## config.mk

```make
export PLATFORM = sky130hd
export DESIGN_NAME = atd_mem_ctrl
export DESIGN_NICKNAME = d
export VERILOG_FILES = /design/src/rtl/atd_pkg.sv /design/src/rtl/atd_detect.sv /design/src/rtl/atd_seq.sv /design/src/rtl/atd_latch.sv /design/src/rtl/atd_mem_ctrl.sv
export SDC_FILE = /design/constraint.sdc
export NUM_CORES = 1
export LEC_CHECK = 0
export ABC_AREA = 1
export ABC_CLOCK_PERIOD_IN_PS = 1600
export BUFFER_PORTS_ARGS = -buffer_cell sky130_fd_sc_hd__buf_2
export CORE_AREA = 4 4 77 79
export DETAILED_ROUTE_END_ITERATION = 6
export DIE_AREA = 0 0 81 83
export PLACE_DENSITY_LB_ADDON = 0.15
export SLEW_MARGIN = 10
export SYNTH_ARGS = -nofsm -noshare
export SYNTH_HDL_FRONTEND = slang
export SYNTH_SLANG_ARGS = --single-unit
```

## constraint.sdc

```tcl
create_clock -name clk -period 1.6 [get_ports clk]
set_input_delay 0 -clock clk [delete_from_list [all_inputs] [get_ports clk]]
set_output_delay 0 -clock clk [all_outputs]
set_load 0.02 [all_outputs]
```

## src/rtl/atd_pkg.sv

```systemverilog
// Shared types for the address-transition memory controller.
package atd_pkg;
    typedef enum logic [1:0] {
        ST_STANDBY = 2'd0,
        ST_ACTIVE  = 2'd1,
        ST_LATCH   = 2'd2
    } atd_state_e;
endpackage

```

## src/rtl/atd_detect.sv

```systemverilog
// Transition detector: flags a new read access or an address change while reading.
// Assumes inputs are synchronous to clk. Under forced standby it forgets the
// previous access, so that the first access after release always triggers.
module atd_detect #(
    parameter int AW = 11
) (
    input  logic          clk,
    input  logic          rst_n,
    input  logic [AW-1:0] addr_i,
    input  logic          cs_i,
    input  logic          rd_en_i,
    input  logic          stby_force_i,
    output logic          trig_o
);
    logic          access;
    logic          prev_acc_q;
    logic [AW-1:0] prev_addr_q;

    // Current cycle is a read access.
    assign access = cs_i && rd_en_i;

    // Remember last address and whether the last cycle was an access.
    always_ff @(posedge clk) begin
        if (!rst_n) begin
            prev_acc_q  <= 1'b0;
            prev_addr_q <= '0;
        end else if (stby_force_i) begin
            prev_acc_q  <= 1'b0;
        end else begin
            prev_acc_q  <= access;
            prev_addr_q <= addr_i;
        end
    end

    // Trigger on a fresh access or an address change during an access.
    always_comb begin
        trig_o = access && !stby_force_i &&
                 (!prev_acc_q || (addr_i != prev_addr_q));
    end


    no_access_no_trig_chk: assert property (@(posedge clk) disable iff (!rst_n)
        !(cs_i && rd_en_i) |-> !trig_o);
endmodule

```

## src/rtl/atd_seq.sv

```systemverilog
// Power sequencer: STANDBY -> ACTIVE (LAT cycles) -> LATCH -> STANDBY.
// Assumes the array delivers data LAT enabled cycles after a stable address.
// A trigger restarts the window; forced standby aborts it.
module atd_seq
    import atd_pkg::*;
#(
    parameter int AW  = 11,
    parameter int LAT = 2
) (
    input  logic          clk,
    input  logic          rst_n,
    input  logic          trig_i,
    input  logic [AW-1:0] addr_i,
    input  logic          stby_force_i,
    output logic          arr_en_o,
    output logic [AW-1:0] arr_addr_o,
    output logic          cap_o
);
    localparam int CW = (LAT > 1) ? $clog2(LAT) : 1;
    localparam logic [CW-1:0] CNT_LAST = CW'(LAT - 1);

    atd_state_e    state_q, state_d;
    logic [CW-1:0] cnt_q, cnt_d;
    logic [AW-1:0] addr_q;

    // Next-state and window counter decision.
    always_comb begin
        state_d = state_q;
        cnt_d   = cnt_q;
        if (stby_force_i) begin
            state_d = ST_STANDBY;
            cnt_d   = '0;
        end else begin
            unique case (state_q)
                ST_STANDBY: if (trig_i) begin
                    state_d = ST_ACTIVE;
                    cnt_d   = '0;
                end
                ST_ACTIVE: begin
                    if (trig_i) begin
                        cnt_d = '0;
                    end else if (cnt_q == CNT_LAST) begin
                        state_d = ST_LATCH;
                    end else begin
                        cnt_d = cnt_q + CW'(1);
                    end
                end
                ST_LATCH: begin
                    if (trig_i) begin
                        state_d = ST_ACTIVE;
                        cnt_d   = '0;
                    end else begin
                        state_d = ST_STANDBY;
                    end
                end
                default: state_d = ST_STANDBY;
            endcase
        end
    end

    // State, counter and array address registers.
    always_ff @(posedge clk) begin
        if (!rst_n) begin
            state_q <= ST_STANDBY;
            cnt_q   <= '0;
            addr_q  <= '0;
        end else begin
            state_q <= state_d;
            cnt_q   <= cnt_d;
            if (trig_i) addr_q <= addr_i;
        end
    end

    // Outputs decoded from state.
    always_comb begin
        arr_en_o   = (state_q == ST_ACTIVE);
        arr_addr_o = addr_q;
        cap_o      = (state_q == ST_LATCH) && !trig_i && !stby_force_i;
    end


    trig_start_chk: assert property (@(posedge clk) disable iff (!rst_n)
        (trig_i && !stby_force_i) |=> arr_en_o);

    force_off_chk: assert property (@(posedge clk) disable iff (!rst_n)
        stby_force_i |=> (!arr_en_o && !cap_o));

    idle_stay_chk: assert property (@(posedge clk) disable iff (!rst_n)
        (state_q == ST_STANDBY && !trig_i) |=> !arr_en_o);

    addr_hold_chk: assert property (@(posedge clk) disable iff (!rst_n)
        (arr_en_o && !trig_i) |=> $stable(arr_addr_o));
endmodule

```

## src/rtl/atd_latch.sv

```systemverilog
// Output data latch: loads the array word on a capture strobe, holds otherwise.
// Assumes the array output is stable in the capture cycle.
module atd_latch #(
    parameter int DW = 8
) (
    input  logic          clk,
    input  logic          rst_n,
    input  logic          cap_i,
    input  logic [DW-1:0] din_i,
    output logic [DW-1:0] dout_o
);
    // Capture register.
    always_ff @(posedge clk) begin
        if (!rst_n)     dout_o <= '0;
        else if (cap_i) dout_o <= din_i;
    end


    latch_hold_chk: assert property (@(posedge clk) disable iff (!rst_n)
        !cap_i |=> $stable(dout_o));
endmodule

```

## src/rtl/atd_mem_ctrl.sv

```systemverilog
// Top: zero-power read controller for a synchronous array with LAT read latency.
// Assumes all inputs are synchronous to clk.
module atd_mem_ctrl #(
    parameter int AW  = 11,
    parameter int DW  = 8,
    parameter int LAT = 2
) (
    input  logic          clk,
    input  logic          rst_n,
    input  logic [AW-1:0] addr_i,
    input  logic          cs_i,
    input  logic          rd_en_i,
    input  logic          stby_force_i,
    output logic          arr_en_o,
    output logic [AW-1:0] arr_addr_o,
    input  logic [DW-1:0] arr_rdata_i,
    output logic [DW-1:0] rdata_o
);
    logic trig;
    logic cap;

    atd_detect #(.AW(AW)) u_detect (
        .clk(clk), .rst_n(rst_n), .addr_i(addr_i), .cs_i(cs_i),
        .rd_en_i(rd_en_i), .stby_force_i(stby_force_i), .trig_o(trig)
    );

    atd_seq #(.AW(AW), .LAT(LAT)) u_seq (
        .clk(clk), .rst_n(rst_n), .trig_i(trig), .addr_i(addr_i),
        .stby_force_i(stby_force_i), .arr_en_o(arr_en_o),
        .arr_addr_o(arr_addr_o), .cap_o(cap)
    );

    atd_latch #(.DW(DW)) u_latch (
        .clk(clk), .rst_n(rst_n), .cap_i(cap), .din_i(arr_rdata_i),
        .dout_o(rdata_o)
    );


    force_freeze_chk: assert property (@(posedge clk) disable iff (!rst_n)
        stby_force_i |=> $stable(rdata_o));

    reset_state_chk: assert property (@(posedge clk)
        !rst_n |=> (!arr_en_o && rdata_o == '0));
endmodule

```

## After elaboration in Yosys (flattened, before gate mapping)

Index checks and enable logic that the tools add are counted.

- Add/subtract/negate cells: 1
- Equality and inequality tests: 7
- Multiplexer cells: 9
- Bitwise gates (word level): 1
- Reductions and logical operators: 15

Operator list:

| kind | number |
|---|---|
| 11-bit != test | 1 |
| 2-bit two-way mux | 3 |
| 2-bit by 1-bit != test with 1-bit output, second input constant | 3 |
| 2-bit case mux with 3 select lines | 1 |
| 1-bit logical AND | 5 |
| 1-bit two-way mux | 4 |
| 2-bit OR reduction | 2 |
| 1-bit zero test | 3 |
| 3-bit AND reduction | 1 |
| 2-bit by 1-bit == test with 1-bit output, second input constant | 1 |
| 2-bit == test, second input constant | 1 |
| 2-bit zero test | 1 |
| 2-bit != test, second input constant | 1 |
| 1-bit case mux with 2 select lines | 1 |
| 2-bit AND reduction | 1 |
| 2-bit nonzero test | 1 |
| 1-bit adder, second input constant | 1 |
| 1-bit logical OR | 1 |
| 1-bit inverter | 1 |

- Flip-flop bits (word level): 34
- Input port bits: 24
- Logic and storage cells: 39

## Logic depth before layout (Yosys ltp)

Gate-level depths: netlist (run 1).

- Depth after elaboration: 6
- Gate-level depth with buffers: 12
- Mapped depth without buffers: 11

## Hierarchy

Synthesis (run 1) repeated with hierarchy kept, for this count alone.

- Cell total of the unflattened synthesis: 220
- Area total of the unflattened synthesis: 1501.4 µm²

By module, submodules not included:

| module | instances | cells an instance | area an instance (µm²) | sequential area each (µm²) |
|---|---|---|---|---|
| atd_detect | 1 | 98 | 618.1 | 240.2 |
| atd_seq | 1 | 71 | 526.8 | 280.3 |
| atd_latch | 1 | 51 | 356.6 | 160.2 |

## Worst setup path after synthesis (run 1)

Ideal clock, no wire load.

- Path type: reg2reg
- Start: register u_detect.prev_addr_q[6]
- End: register u_seq.addr_q[1] (netlist: u_seq.arr_addr_o[1])
- Setup time: 0.116 ns
- Data arrival time: 1.138 ns
- Required time: 1.484 ns
- Slack: 0.347 ns
- Cell stages (with the launch flop): 12
- Buffers on the path: 1
- Cell sequence: dfxtp_1 > inv_1 > nand2_1 > nand2_1 > nand3_1 > nor2_2 > nand3_2 > nand2_4 > inv_4 > buf_6 > nor2_1 > nor2_1

- Longest elaborated chain between the ends: 3

Ends and longest elaborated chain:

| what | line | text |
|---|---|---|
| start, declared | atd_detect.sv:17 | `logic [AW-1:0] prev_addr_q;` |
| start signal, assigned | atd_detect.sv:31 | `prev_addr_q <= addr_i;` |
| 11-bit != test | atd_detect.sv:38 | `(!prev_acc_q \|\| (addr_i != prev_addr_q));` |
| 1-bit logical OR | atd_detect.sv:38 |  |
| 1-bit logical AND | atd_detect.sv:37 | `trig_o = access && !stby_force_i &&` |
| end signal, assigned | atd_seq.sv:70 | `if (trig_i) addr_q <= addr_i;` |
| end, declared | atd_seq.sv:24 | `logic [AW-1:0] addr_q;` |

No other way between the ends.
A chain may end at the register's enable or synchronous reset.

## Final worst setup path (run 1)

- Start: register u_detect.prev_addr_q[0]
- End: register u_seq.addr_q[3] (netlist: u_seq.arr_addr_o[3])

The elaborated chain is that of the path after synthesis.

==> results_dict.tcl, run 1 <==
set metrics [dict create \
    syn_inst 222 \
    yosys.area.top_type "dfxtp_1" \
    crit_slowest_cell "dfxtp_1" \
    path_common_cell "nor2_1" \
    synth_nets 246 \
    drtIter0Drc 49 \
    ys_ff_latch 34 \
    r2r_slack_ns 0.16 \
    synth_top_area_frac 0.443 \
    cp.required_ns 1.82 \
    fin_skew_ns 0.00801 \
    peakVddDrop_mv 0.293 \
    ios 44 \
    rows 27 \
    die_w_um 81 \
    netlist_area_um2 1540 \
    endpoint "u_seq.arr_addr_o[3]" \
    wl_per_cell_um 10.7 \
    max_freq_ghz 0.695 \
    dr.pass1.iters 4 \
    r2r_start "u_detect.prev_addr_q[0]" \
    startpoint "u_detect.prev_addr_q[0]" \
    arrival_ns 1.66 \
    post-route-min-period_ns 1.44 \
    path_depth 8 \
    cts_buffers 5 \
    grt_max_degree 26 \
    post_cts_buffers 0 \
    syn2layout_area_growth_pct 24.6 \
    avgSynthCellArea_um2 6.93 \
    cp_cell_sequence "xnor2_1, nand2_1, nor2_1, nand3_4, nand2_8, buf_4, o21ai_0, nor2_1" \
    cts_root_buf "clkbuf_8" \
    critPathMaxStageDelay_ns 0.32 \
    clk_latency_ns 0.28 \
    via_per_inst 4.12 \
    routed_wl_um 3630 \
    crit_type "flip-flop to flip-flop" \
    path_max_fanout 13 \
    cts_tree "built" \
    ys_seq_area_frac 0.443 \
    layout_commonest_cell "buf_2" \
    design_area_um2 1920 \
    setup_slack_ns 0.161 \
    synth.area.top_cells "dfxtp_1 (44%), nand2_1 (9.8%), nor2_1 (9.5%), inv_1 (8.8%), a21oi_1 (5.9%)" \
    cts_max_path_buffers 2 \
    io_buffer_count 43 \
    dp_hpwl_um 2590 \
    maxCapViolations 0 \
    post-route-period-util 0.899 \
    h-tree-depth 2 \
    hold_class "input port to flip-flop" \
    fill_cells 620 \
    outcome "finished clean" \
    leakagePower_nw 0.965 \
    core_area_um2 5340 \
    hold_viol_final 0 \
    drive_above_1_share 0.234 \
    slew_headroom 0.809 \
    antenna_left 0 \
    antenna_found_initial 0 \
    fin_tns_setup_ns 0 \
    powerDensity_nw_per_um2 895 \
    setup_viol 0 \
    dp_cells 332 \
    drv_slew 0 \
    dp_worst_setup_slack_ns 0.110 \
    grt_use_total 0.112 \
    mostFrequentLayoutCells "buf_2 (43), nand2_1 (40), nor2_1 (39)" \
    die_height_um 83 \
    final_nets 293 \
    place_congestion 0.739 \
    worst_pin_slew_ns 0.286 \
    clkTransAtPathRegs_ns 0.07 \
    post-route-util 0.359 \
    cts.sinks 34 \
    end_kind "flip-flop" \
    start_util 0.288 \
    vias 1404 \
    synth_warnings 0 \
    cp-start-kind "flip-flop" \
    critPathTopFamily "simple AND/OR/NAND/NOR gates" \
    synth_cell_type_count 20 \
    design.die.area_um2 6720 \
    grt_pass1_vias 1286 \
    diodes 0 \
    rsz0062_at_grt "no" \
    dpl-instance-area_um2 1800 \
    ff2ff_path_depth 8 \
    cp_num_buf_inv 1 \
    grt_pass1_wl_um 5870 \
    r2r-end "u_seq.arr_addr_o[3]" \
    final_cells 341 \
    drc 0 \
    grt.overflow.total 0 \
]
## synth_stat cells
master    count
inv_4         1
a21oi_1      18
nand3_1      12
dfxtp_1      34
clkbuf_1      4
buf_12        1
buf_6         1
nand3_2       1
inv_1        36
nor2_2        5
nand2_1      40
nor3b_2       1
a31o_2        1
o21ai_1       6
buf_2         2
buf_8         1
nor2_1       39
o21ai_0      17
nand2_4       1
xnor2_1       1
## sequential cells by signal (all words and copies together) (netlist names)
name / cells
u_detect.prev_addr_q: 11
u_seq.cnt_q: 1
u_seq.arr_addr_o: 11
u_latch.dout_o: 8
u_detect.prev_acc_q: 1
u_seq.state_q: 2
## where the power goes
| part | switching [mW] | total [mW] | internal (mW) |
|---|---|---|---|
| Combinational | 0.139 | 0.225 | 0.0859 |
| Clock | 0.292 | 0.591 | 0.299 |
| Sequential | 0.0172 | 0.899 | 0.882 |
## routing by layer
layer | vias up | GRT usage | wire length (um)
li1 | 775 | - | -
met1 | 594 | 0.130 | 1600
met2 | 29 | 0.187 | 1780
met3 | 6 | 0.0369 | 202
met4 | 0 | 0.0461 | 59
met5 | - | 0 | 0
## layout make-up
cell class / instances / area [um^2] / share of cell area
sequential: 34 / 681 / 0.355
tap: 72 / 90.1 / 0.0470
timing repair buffer: 48 / 255 / 0.133
multi-input combinational: 143 / 672 / 0.351
clock buffer: 7 / 76.3 / 0.0398
inverter: 37 / 141 / 0.0738
## per-stage QoR
stage                     power (mW)  hold slack (ns)
after floorplan                 1.06            0.135
after global placement          1.14            0.282
after detailed placement        1.14            0.295
after CTS                       1.74          0.00163
after global routing            1.81           0.0209
final                           1.71          0.00851
## worst register-to-register path: cells and delay by family (launching register included)
kind	cells	cell delay [ns]
XOR/XNOR	1	0.17
AND/OR/NAND/NOR	5	0.67
buffers and inverters	1	0.14
flip-flops	1	0.32
AO/OA/AOI/OAI	1	0.07
## cell families after synthesis
family,Yosys count,synth area share
compound gates,42,0.139
xor+xnor,1,0.00570
buf+inv,46,0.138
flops,34,0.443
simple gates,99,0.274
## worst min path at each step
stage               startpoint                      end  slack [ns]  depth (start not counted)
floorplan                rst_n      u_detect.prev_acc_q        0.14                          2
global placement     addr_i[0]      u_seq.arr_addr_o[0]        0.28                          3
detailed placement   addr_i[0]      u_seq.arr_addr_o[0]        0.29                          3
CTS                  addr_i[7]      u_seq.arr_addr_o[7]       0.002                          3
global route         addr_i[0]  u_detect.prev_addr_q[0]        0.02                          3
finish               addr_i[8]      u_seq.arr_addr_o[8]       0.009                          3
## what timing repair did
| action | CTS | global route |
|---|---|---|
| gates resized for setup | 0 | 2 |
| endpoints found under the hold margin | 1 | 0 |
| endpoints found under the setup margin | 0 | 10 |
| hold buffers | 1 | 0 |
Power figures use the tool's default switching activity.
==> run 2: changes to the inputs <==
- BUFFER_PORTS_ARGS: -buffer_cell sky130_fd_sc_hd__buf_2 -> -buffer_cell sky130_fd_sc_hd__buf_4
==> run 2 against run 1 <==
First-iteration DRC count down 22%. Non-clock buffer count up 10. Hold slack better by 0.0098 ns. Cell count up 2.9%. Core utilization up 3.9 points. Via count up 3.6%. Sequential share of layout area down 3.5 points. Critical path type is now input port to flip-flop. Critical endpoint is now u_latch.dout_o[0].
==> results_dict.tcl, run 2 (synthesized netlist as in run 1, its figures left out) <==
set metrics [dict create \
    outcome "finished clean" \
    via_per_inst 4.14 \
    rsz0062_at_grt "no" \
    crit_type "input port to flip-flop" \
    hold_class "input port to flip-flop" \
    post_cts_buffers 0 \
    ff2ff_path_depth 9 \
    cts_tree "built" \
    fin_skew_ns 0.00452 \
    cp_cell_sequence "dlygate4sd3_1, buf_4, xnor2_1, nand2_1, nor2_1, nand3_2, nand2_4, buf_12, nand3_1, nand2_1, nor2_1" \
    layout_commonest_cell "buf_4" \
    power_switching_uw 471 \
    worst_pin_slew_ns 0.283 \
    antenna_found_initial 0 \
    wl_per_cell_um 10.3 \
    vias 1454 \
    power.internal_mw 1.36 \
    hold_depth 3 \
    end_kind "flip-flop" \
    drtIter0Drc 38 \
    r2r_slack_ns 0.28 \
    total_power_mw 1.83 \
    grt.overflow.total 0 \
    diodes 0 \
    hold_viol_final 0 \
    cp_num_buf_inv 3 \
    routed_wl_um 3610 \
    final_nets 302 \
    mostFrequentLayoutCells "buf_4 (46), nand2_1 (40), nor2_1 (39)" \
    cts_max_path_buffers 2 \
    dp_worst_setup_slack_ns 0.253 \
    cts_root_buf "clkbuf_8" \
    rows 27 \
    min_from "addr_i[4]" \
    p_comb_frac 0.146 \
    path_max_fanout 19 \
    antenna_left 0 \
    cp.required_ns 1.79 \
    setup_viol 0 \
    setup_slack_ns 0.194 \
    r2r-end "u_latch.dout_o[0]" \
    io_buffer_count 43 \
    h-tree-depth 2 \
    drc 0 \
    grt_max_degree 31 \
    grt_pass1_vias 1400 \
    critPathTopFamily "buffers and inverters" \
    drive_above_1_share 0.229 \
    crit_slowest_cell "dlygate4sd3_1" \
    dr.pass1.iters 4 \
    design.die.area_um2 6720 \
    start_util 0.288 \
    seqPwrFrac 0.492 \
    powerDensity_nw_per_um2 860 \
    slew_headroom 0.811 \
    clk_latency_ns 0.29 \
    die_w_um 81 \
    grt_pass1_wl_um 6240 \
    max_freq_ghz 0.711 \
    ios 44 \
    clockPowerShare 0.362 \
    dp_hpwl_um 2580 \
    cts_buffers 5 \
    cp-start-kind "input port" \
    swShare 0.258 \
    grt_use_total 0.118 \
    drv_slew 0 \
    post-route-min-period_ns 1.41 \
    critPathMaxStageDelay_ns 0.53 \
    post-route-period-util 0.879 \
    leakagePower_nw 1.04 \
    syn2layout_area_growth_pct 38.1 \
    arrival_ns 1.59 \
    hold_end "u_seq.arr_addr_o[4]" \
    core_area_um2 5340 \
    clkTransAtPathRegs_ns 0.07 \
    r2r_start "u_detect.prev_addr_q[0]" \
    maxCapViolations 0 \
    fin_tns_setup_ns 0 \
    place_congestion 0.716 \
    cts.sinks 34 \
    die_height_um 83 \
    peakVddDrop_mv 0.361 \
]
[run 2: metal layers]
metal  GRT usage  wire, um  vias to the layer above
li1            -         -                      794
met1       0.140      1620                      629
met2       0.190      1710                       26
met3      0.0390       222                        5
met4      0.0492        63                        0
met5           0         0                        -
[run 2: tightest hold or removal path: cells and delay by family]
| kind | cells | cell delay (ns) |
|---|---|---|
| buf+inv | 1 | 0.10 |
| compound gates | 1 | 0.09 |
| simple gates | 1 | 0.08 |
[run 2: metrics by stage]
stage               instance area (um^2)  hold WS (ns)  instances   util
floorplan                           1540         0.135        222      -
global placement                    1920         0.265        332  0.360
detailed placement                  1920         0.271        332  0.360
CTS                                 2120       0.00522        351  0.398
global route                        2120        0.0125        351  0.398
finish                              2120        0.0184        351  0.398
[run 2: final cells by class]
type                            instances  area, um^2
Fill cell                             590        3210
Sequential cell                        34         681
Multi-Input combinational cell        142         644
Timing Repair Buffer                   58         475
Inverter                               37         141
Tap cell                               72        90.1
Clock buffer                            7        86.3
Clock inverter                          1        5.00
[run 2: worst max-delay path by stage]
stage / depth (start not counted) / slack [ns] / from / to
after global placement: 9 / 0.27 / u_detect.prev_addr_q[0] / u_latch.dout_o[5]
after detailed placement: 9 / 0.25 / u_detect.prev_addr_q[0] / u_latch.dout_o[5]
after global routing: 11 / 0.02 / addr_i[0] / u_latch.dout_o[0]
after CTS: 11 / 0.16 / addr_i[0] / u_latch.dout_o[7]
final: 11 / 0.19 / addr_i[0] / u_latch.dout_o[0]
after floorplan: 11 / 0.35 / u_detect.prev_addr_q[6] / u_seq.arr_addr_o[1]
[run 2: timing repair]
| item | 4_1_cts | 5_1_grt |
|---|---|---|
| gates resized for setup | 0 | 0 |
| endpoints found under the hold margin | 12 | 0 |
| hold buffers | 11 | 0 |
[run 2: power by group through the flow]
stage / logic [mW] / clock network, mW / registers [mW]
3_3_place_gp: 0.251 / 0 / 0.918
6_report: 0.266 / 0.662 / 0.898
3_5_place_dp: 0.251 / 0 / 0.918
4_1_cts: 0.272 / 0.692 / 0.899
2_1_floorplan: 0.130 / 0 / 0.933
5_1_grt: 0.306 / 0.725 / 0.902
==> run 3: changes to the inputs <==
- REMOVE_ABC_BUFFERS: unset -> 1
==> run 3 against run 2 <==
Clock power hardly changed. Core utilization is 1.2 points higher. Non-clock buffer count is 4 higher.
==> results_dict.tcl, run 3 (synthesized netlist as in run 1, its figures left out) <==
set metrics [dict create \
    slew_headroom 0.757 \
    wl_per_cell_um 10.7 \
    cts.sinks 34 \
    cts_max_path_buffers 2 \
    rows 27 \
    dp_worst_setup_slack_ns 0.130 \
    dp_hpwl_um 2570 \
    grt.overflow.total 0 \
    cts_root_buf "clkbuf_8" \
    maxCapViolations 0 \
    cts_buffers 5 \
    antenna_left 0 \
    start_util 0.288 \
    crit_slowest_cell "dlygate4sd3_1" \
    hold_viol_final 0 \
    clkTransAtPathRegs_ns 0.07 \
    worst_hold_slack_ns 0.0231 \
    drc 0 \
    outcome "finished clean" \
    clk_latency_ns 0.29 \
    critPathTopFamily "buffers and inverters" \
    post-route-min-period_ns 1.47 \
    r2r_slack_ns 0.16 \
    grt_pass1_wl_um 6260 \
    design.die.area_um2 6720 \
    max_freq_ghz 0.682 \
    routed_wl_um 3820 \
    setup_viol 0 \
    powerDensity_nw_per_um2 840 \
    die_w_um 81 \
    io_buffer_count 43 \
    fin_skew_ns 0.00631 \
    grt_use_total 0.122 \
    cp_cell_sequence "dlygate4sd3_1, buf_4, inv_1, nand2_1, nand2_1, nand3_1, nor2_2, nand3_4, nand2_8, buf_4, o21ai_0, nor2_1" \
    peakVddDrop_mv 0.375 \
    grt_max_degree 31 \
    drv_slew 0 \
    cp-start-kind "input port" \
    diodes 0 \
    setup_slack_ns 0.134 \
    end_kind "flip-flop" \
    worst_pin_slew_ns 0.364 \
    critPathMaxStageDelay_ns 0.54 \
    leakagePower_nw 1.06 \
    arrival_ns 1.69 \
    via_per_inst 4.12 \
    core_area_um2 5340 \
    cp.required_ns 1.82 \
    post-route-period-util 0.916 \
    hold_class "input port to flip-flop" \
    place_congestion 0.704 \
    cts_tree "built" \
    syn2layout_area_growth_pct 42.2 \
    vias 1471 \
    dr.pass1.iters 4 \
    path_max_fanout 6 \
    mostFrequentLayoutCells "buf_4 (49), nand2_1 (40), nor2_1 (38)" \
    grt_pass1_vias 1358 \
    h-tree-depth 2 \
    final_nets 308 \
    die_height_um 83 \
    drive_above_1_share 0.242 \
    crit_type "input port to flip-flop" \
    antenna_found_initial 0 \
    layout_commonest_cell "buf_4" \
    drtIter0Drc 39 \
    cp_num_buf_inv 4 \
    ios 44 \
]
==> run 3: area by class of cell <==
class	instances	area, um^2
Fill cell	609	3150
Tap cell	72	90.1
Clock inverter	1	5.00
Clock buffer	7	86.3
Timing Repair Buffer	62	498
Inverter	37	141
Multi-Input combinational cell	144	686
Sequential cell	34	681
==> run 3: routing by layer <==
layer	up-vias	wire [um]	global-route usage
met5	-	0	0
met4	0	122	0.0691
met3	10	181	0.0466
met2	27	1750	0.190
met1	629	1770	0.141
li1	805	-	-
==> run 3: per-stage QoR <==
step                      TNS [ns]  instances  utilization  instance area (um^2)  power, mW
after global placement           0        333        0.359                  1920       1.17
after floorplan                  0        213            -                  1470       1.04
after detailed placement         0        333        0.359                  1920       1.17
final                            0        357        0.410                  2190       1.84
after global routing      -0.00191        357        0.410                  2190       1.95
after CTS                        0        354        0.401                  2140       1.87
==> run 3: timing repair <==
item,in CTS,in global routing
hold buffers,13,0
hold endpoints to repair,13,0
resized for setup,0,3
endpoints found under the setup margin,0,21
setup buffers,0,1
==> run 3: worst paths after layout <==
kind / from / to / cells past startpoint
setup / recovery: addr_i[6] / u_seq.arr_addr_o[9] / 12
hold / removal: arr_rdata_i[5] / u_latch.dout_o[5] / 5
setup reg to reg: u_detect.prev_addr_q[5] / u_seq.arr_addr_o[9] / 11
hold reg to reg: u_detect.prev_addr_q[1] / u_detect.prev_addr_q[1] / 2
==> run 3: worst min-delay path: stages <==
cell and delay (ns):
buf_4 0.07, inv_1 0.03, nand3_1 0.06, nand2_1 0.04, nor2_1 0.07
==> run 3: report_power, final <==
| part | switching, mW | internal, mW |
|---|---|---|
| registers | 0.0173 | 0.881 |
| logic | 0.148 | 0.130 |
| clock network | 0.315 | 0.347 |
